==> config.mk <==
export PLATFORM = sky130hd
export DESIGN_NAME = fifo_dma_hs
export DESIGN_NICKNAME = d
export VERILOG_FILES = /design/src/rtl/fifo_dma_hs.sv
export SDC_FILE = /design/constraint.sdc
export NUM_CORES = 1
export LEC_CHECK = 0
export ABC_AREA = 1
export BUFFER_PORTS_ARGS = -buffer_cell sky130_fd_sc_hd__buf_2
export CAP_MARGIN = 20
export CORE_MARGIN = 3
export CORE_UTILIZATION = 55
export DETAILED_ROUTE_END_ITERATION = 12
export PLACE_DENSITY = 0.8
export SYNTH_ARGS = -nofsm -noshare
export SYNTH_HDL_FRONTEND = slang
export SYNTH_SLANG_ARGS = --single-unit
==> constraint.sdc <==
create_clock -name clk -period 2.7 [get_ports clk]
set_input_delay 0 -clock clk [delete_from_list [all_inputs] [get_ports clk]]
set_output_delay 0 -clock clk [all_outputs]
set_load 0.03 [all_outputs]
==> src/rtl/fifo_dma_hs.sv <==
module fifo_dma_hs #(
  parameter int DEPTH = 64,
  parameter int TW = 8,
  localparam int CW = $clog2(DEPTH + 1)
) (
  input  logic          clk,
  input  logic          rst_n,
  input  logic          cfg_we,
  input  logic [2:0]    pipe_sel,
  input  logic          cfg_req_en,
  input  logic          cfg_burst,
  input  logic          cfg_pkt_mode,
  input  logic          cfg_req_pol,
  input  logic          cfg_ack_pol,
  input  logic          cfg_end_pol,
  input  logic [TW-1:0] cfg_trn,
  input  logic          buf_rdy,
  input  logic [CW-1:0] buf_words,
  input  logic          short_pkt,
  input  logic          zlp,
  input  logic          rd_strobe,
  input  logic          dack_pin,
  output logic          dreq_pin,
  output logic          dend_pin
);

  logic          en_q, burst_q, pkt_q, rpol_q, apol_q, epol_q;
  logic [TW-1:0] trn_q;
  logic [CW-1:0] acc_q;
  logic          req_q, done_q;

  wire          cfg_ok   = cfg_we && (pipe_sel == 3'd0) && (acc_q == '0);
  wire          dack_act = apol_q ? dack_pin : !dack_pin;
  wire          live     = buf_rdy && !done_q && (buf_words != '0);
  wire          acc_ok   = rd_strobe && dack_act && live;
  wire [CW:0]   acc_inc  = {1'b0, acc_q} + (CW+1)'(1);
  wire          last     = acc_inc >= {1'b0, buf_words};
  wire          fin      = acc_ok && last;
  wire          trn_hit  = trn_q == TW'(1);
  wire          full_buf = buf_words == CW'(DEPTH);

  wire dreq_act = req_q && !(acc_ok && (!burst_q || last));
  wire dend_act = pkt_q ? (fin && full_buf)
                        : ((fin && (short_pkt || trn_hit)) || (zlp && buf_words == '0));

  assign dreq_pin = rpol_q ? dreq_act : !dreq_act;
  assign dend_pin = epol_q ? dend_act : !dend_act;

  always_ff @(posedge clk or negedge rst_n) begin
    if (!rst_n) begin
      en_q    <= 1'b0;
      burst_q <= 1'b0;
      pkt_q   <= 1'b0;
      rpol_q  <= 1'b0;
      apol_q  <= 1'b0;
      epol_q  <= 1'b0;
      trn_q   <= '0;
    end else if (cfg_ok) begin
      en_q    <= cfg_req_en;
      burst_q <= cfg_burst;
      pkt_q   <= cfg_pkt_mode;
      rpol_q  <= cfg_req_pol;
      apol_q  <= cfg_ack_pol;
      epol_q  <= cfg_end_pol;
      trn_q   <= cfg_trn;
    end else if (fin && trn_q != '0) begin
      trn_q   <= trn_q - TW'(1);
    end
  end

  always_ff @(posedge clk or negedge rst_n) begin
    if (!rst_n) begin
      acc_q  <= '0;
      done_q <= 1'b0;
      req_q  <= 1'b0;
    end else begin
      if (!buf_rdy)    acc_q <= '0;
      else if (acc_ok) acc_q <= last ? '0 : acc_inc[CW-1:0];
      if (!buf_rdy)    done_q <= 1'b0;
      else if (fin)    done_q <= 1'b1;
      req_q <= en_q && buf_rdy && !(done_q || fin) && (buf_words != '0);
    end
  end

  p_req_set_r2: assert property (@(posedge clk) disable iff (!rst_n)
    (en_q && live && !acc_ok) |=> req_q);

  p_idle_clear_r4: assert property (@(posedge clk) disable iff (!rst_n)
    !buf_rdy |=> (acc_q == '0));

  p_steal_drop_r5: assert property (@(posedge clk) disable iff (!rst_n)
    (acc_ok && !burst_q) |-> !dreq_act);

  p_steal_back_r5: assert property (@(posedge clk) disable iff (!rst_n)
    (acc_ok && !last && en_q) |=> req_q);

  p_burst_hold_r6: assert property (@(posedge clk) disable iff (!rst_n)
    (req_q && burst_q && acc_ok && !last) |-> dreq_act);

  p_drained_r7: assert property (@(posedge clk) disable iff (!rst_n)
    done_q |-> !req_q);

  p_trn_dec_r9: assert property (@(posedge clk) disable iff (!rst_n)
    (fin && !cfg_ok && trn_q != '0) |=> (trn_q == $past(trn_q) - TW'(1)));

  p_cfg_lock_r12: assert property (@(posedge clk) disable iff (!rst_n)
    (cfg_we && pipe_sel != 3'd0) |=> $stable({en_q, burst_q, pkt_q, rpol_q, apol_q, epol_q, trn_q}));

  p_cfg_busy_r13: assert property (@(posedge clk) disable iff (!rst_n)
    (acc_q != '0) |=> $stable({en_q, burst_q, pkt_q, rpol_q, apol_q, epol_q}));

endmodule

==> impl_metrics.json <==
{
  "outcome": "completed",
  "finalWirelength_mm": 3.74,
  "die_h_um": 61.6,
  "drc": 0,
  "drt_pass1_iterations": 4,
  "min_path_cells": 5,
  "critPathMostFrequentCell": "nand2_1",
  "start_util_pct": 59.6,
  "holdCritPathClass": "in2reg",
  "area_growth_pct": 21.7,
  "vias_per_cell": 5.03,
  "utilization_pct": 72.5,
  "ys_ff_latch": 23,
  "reg2reg_slack_ns": 0.34,
  "synthCells": 248,
  "core-area_um2": 2850,
  "crit_path_max_incr_delay_ns": 0.41,
  "drive_gt1_share_pct": 19.5,
  "holdPathEnd": "trn_q[2]$_DFFE_PN0P_",
  "worstSetupStartpointType": "flip-flop",
  "r2r-start": "acc_q[0]$_DFFE_PN0P_",
  "fill_cells": 251,
  "crit_path_top_delay_cell": "dfrtp_1",
  "p_leak_nw": 1.15,
  "grt_pass1_wl_mm": 6.24,
  "reg2reg_to": "trn_q[2]$_DFFE_PN0P_",
  "cp_num_buf_inv": 2,
  "power.total_mw": 1.14,
  "slew-limit-headroom_pct": 62.9,
  "io_pins": 34,
  "ir_drop_mv": 0.421,
  "crit_fanout": 4,
  "drt_iter0_drc": 167,
  "fin_nets": 342,
  "synth.distinct_cells": 23,
  "final_cell_mix": "72 x nand2_1, 37 x inv_1, 32 x buf_2, 23 x dfrtp_1, 22 x nand3_1",
  "dpl.hpwl_mm": 2.85,
  "clk_latency_ns": 0.31,
  "cp_cell_sequence": "buf_4 -> nand3_1 -> nor2_1 -> xor2_1 -> ha_1 -> nand2_1 -> nand2_1 -> nand2_1 -> nand2_1 -> nor2_2 -> nand2_2 -> nand2_2 -> nand3_1 -> nand2_1 -> clkbuf_4",
  "cp.arrival_ns": 2.52,
  "fin_skew_ns": 0.00889,
  "vias": 1654,
  "worstMarginPinSlew_ns": 0.555,
  "fin_crit_sh_pct": 93.3,
  "cts_buffers": 3,
  "min_period_ns": 2.52,
  "slew_viol_final": 0,
  "fmaxAchievable_mhz": 397,
  "final_common_cell": "nand2_1",
  "gr-total-overflow": 0,
  "htreeDepth": 1,
  "synth_nets": 291,
  "synthTopCellsByArea": "dfrtp_1 34%, nand2_1 16%, inv_1 8.2%, ha_1 8.1%, nand3_1 6.5%",
  "io_buffers": 33,
  "syn_avg_cell_area_um2": 6.85,
  "die_area_um2": 3790,
  "rows": 19,
  "synth_seq_area_share_pct": 33.9,
  "grt_max_degree": 24,
  "regArea_um2": 576,
  "netlist_area_um2": 1700,
  "cts_tree": "yes",
  "clock_sinks": 23,
  "antennaDiodeCount": 0,
  "synth_area_leader_cell": "dfrtp_1",
  "cap_violations": 0,
  "setup_violations": 0,
  "dp.cells": 310,
  "track_usage_pct": 22.2,
  "antenna_found_initial": 0,
  "required_ns": 2.70,
  "root_buffer": "clkbuf_4",
  "ant_nets": 0,
  "hold_violations": 0,
  "power_density_nw_per_um2": 551,
  "clk_path_buf_depth": 2,
  "clk_transition_reported_paths_ns": 0.13,
  "wl_per_cell_um": 11.4,
  "gp_congestion": 0.924,
  "synth_edf_count": 0,
  "die_x_um": 61.6,
  "reg2reg_depth": 16,
  "grt_pass1_vias": 1496,
  "synthArstFlopShare_pct": 100,
  "worstSetupPathType": "reg2out",
  "worstHoldStart": "cfg_trn[2]",
  "synth_top_area_share_pct": 33.9,
  "multiInputGateArea_um2": 951,
  "critPathCaptureType": "primary output",
  "yosys_most_used_dff": "dfrtp_1",
  "path_delay_family": "simple AND/OR/NAND/NOR gates",
  "stdcell_count": 329,
  "yosysWarnings": 0
}
-- report_power, final --
part | internal [mW] | total [mW] | switching [mW]
Sequential | 0.425 | 0.496 | 0.0713
Combinational | 0.206 | 0.487 | 0.281
Clock | 0.0576 | 0.157 | 0.0996
-- sequential cells by signal, indices dropped and copies added, names as in the netlist --
name and flops:
trn_q 8, acc_q 7, apol_q 1, burst_q 1, done_q 1, en_q 1
epol_q 1, pkt_q 1, req_q 1, rpol_q 1
-- final cells by class --
cell class | count | area share, %
Clock buffer | 4 | 1.27
Inverter | 43 | 7.80
Multi-Input combinational cell | 179 | 46.0
Sequential cell | 23 | 27.8
Tap cell | 31 | 1.88
Timing Repair Buffer | 49 | 15.2
-- metal layers --
layer | vias to the layer above | track usage, % | wire length (µm)
met5 | - | 0 | 0
met4 | 0 | 4.24 | 63
met3 | 8 | 4.61 | 259
met2 | 55 | 37.1 | 1710
met1 | 706 | 29.9 | 1710
li1 | 885 | - | -
-- worst min-delay path, stage by stage --
cell and delay [ns]:
buf_2 0.07, nand2_1 0.04, o21ai_0 0.07, nand2_1 0.06, nand2_1 0.05
-- cells by family after synthesis --
family,after synthesis,synth area share (%)
simple gates,139,37.1
buf+inv,46,10.6
flops,23,33.9
xor+xnor,8,4.12
fa+ha+maj,11,8.10
compound gates,21,6.19
-- cell usage after synthesis (all sizes together), types with 2 or more instances --
master  instances
nand2          75
inv            43
nor2           25
nand3          24
dfrtp          23
o21ai          19
ha             11
nand4          10
xor2            6
nor3            4
a21oi           2
clkbuf          2
xnor2           2
-- stage by stage --
step	setup slack [ns]	area, µm²	setup TNS (ns)	hold slack [ns]
floorplan	0.695	1700	0	-0.296
global placement	0.375	1890	0	0.00661
detailed placement	0.317	1890	0	0.00750
CTS	0.0272	2030	0	0.0222
global route	-0.0660	2070	-0.0763	0.0456
finish	0.182	2070	0	0.0176
-- what timing repair did --
| action | in CTS | in global routing |
|---|---|---|
| resized for setup | 0 | 6 |
| hold buffers | 11 | 0 |
| endpoints found under the setup margin | 0 | 4 |
| buffers inserted | 0 | 4 |
| hold endpoints to repair | 33 | 0 |
-- worst max path at each step --
stage,slack (ns),start,cells after the start,to
final,0.18,acc_q[0]$_DFFE_PN0P_,15,dreq_pin
after floorplan,0.69,acc_q[0]$_DFFE_PN0P_,16,trn_q[0]$_DFFE_PN0P_
after CTS,0.03,acc_q[0]$_DFFE_PN0P_,16,dreq_pin
after global placement,0.38,acc_q[0]$_DFFE_PN0P_,14,acc_q[5]$_DFFE_PN0P_
after global routing,-0.07,acc_q[1]$_DFFE_PN0P_,17,dreq_pin
after detailed placement,0.32,acc_q[0]$_DFFE_PN0P_,15,acc_q[0]$_DFFE_PN0P_
No activity file was read; power rests on OpenSTA's default activity.
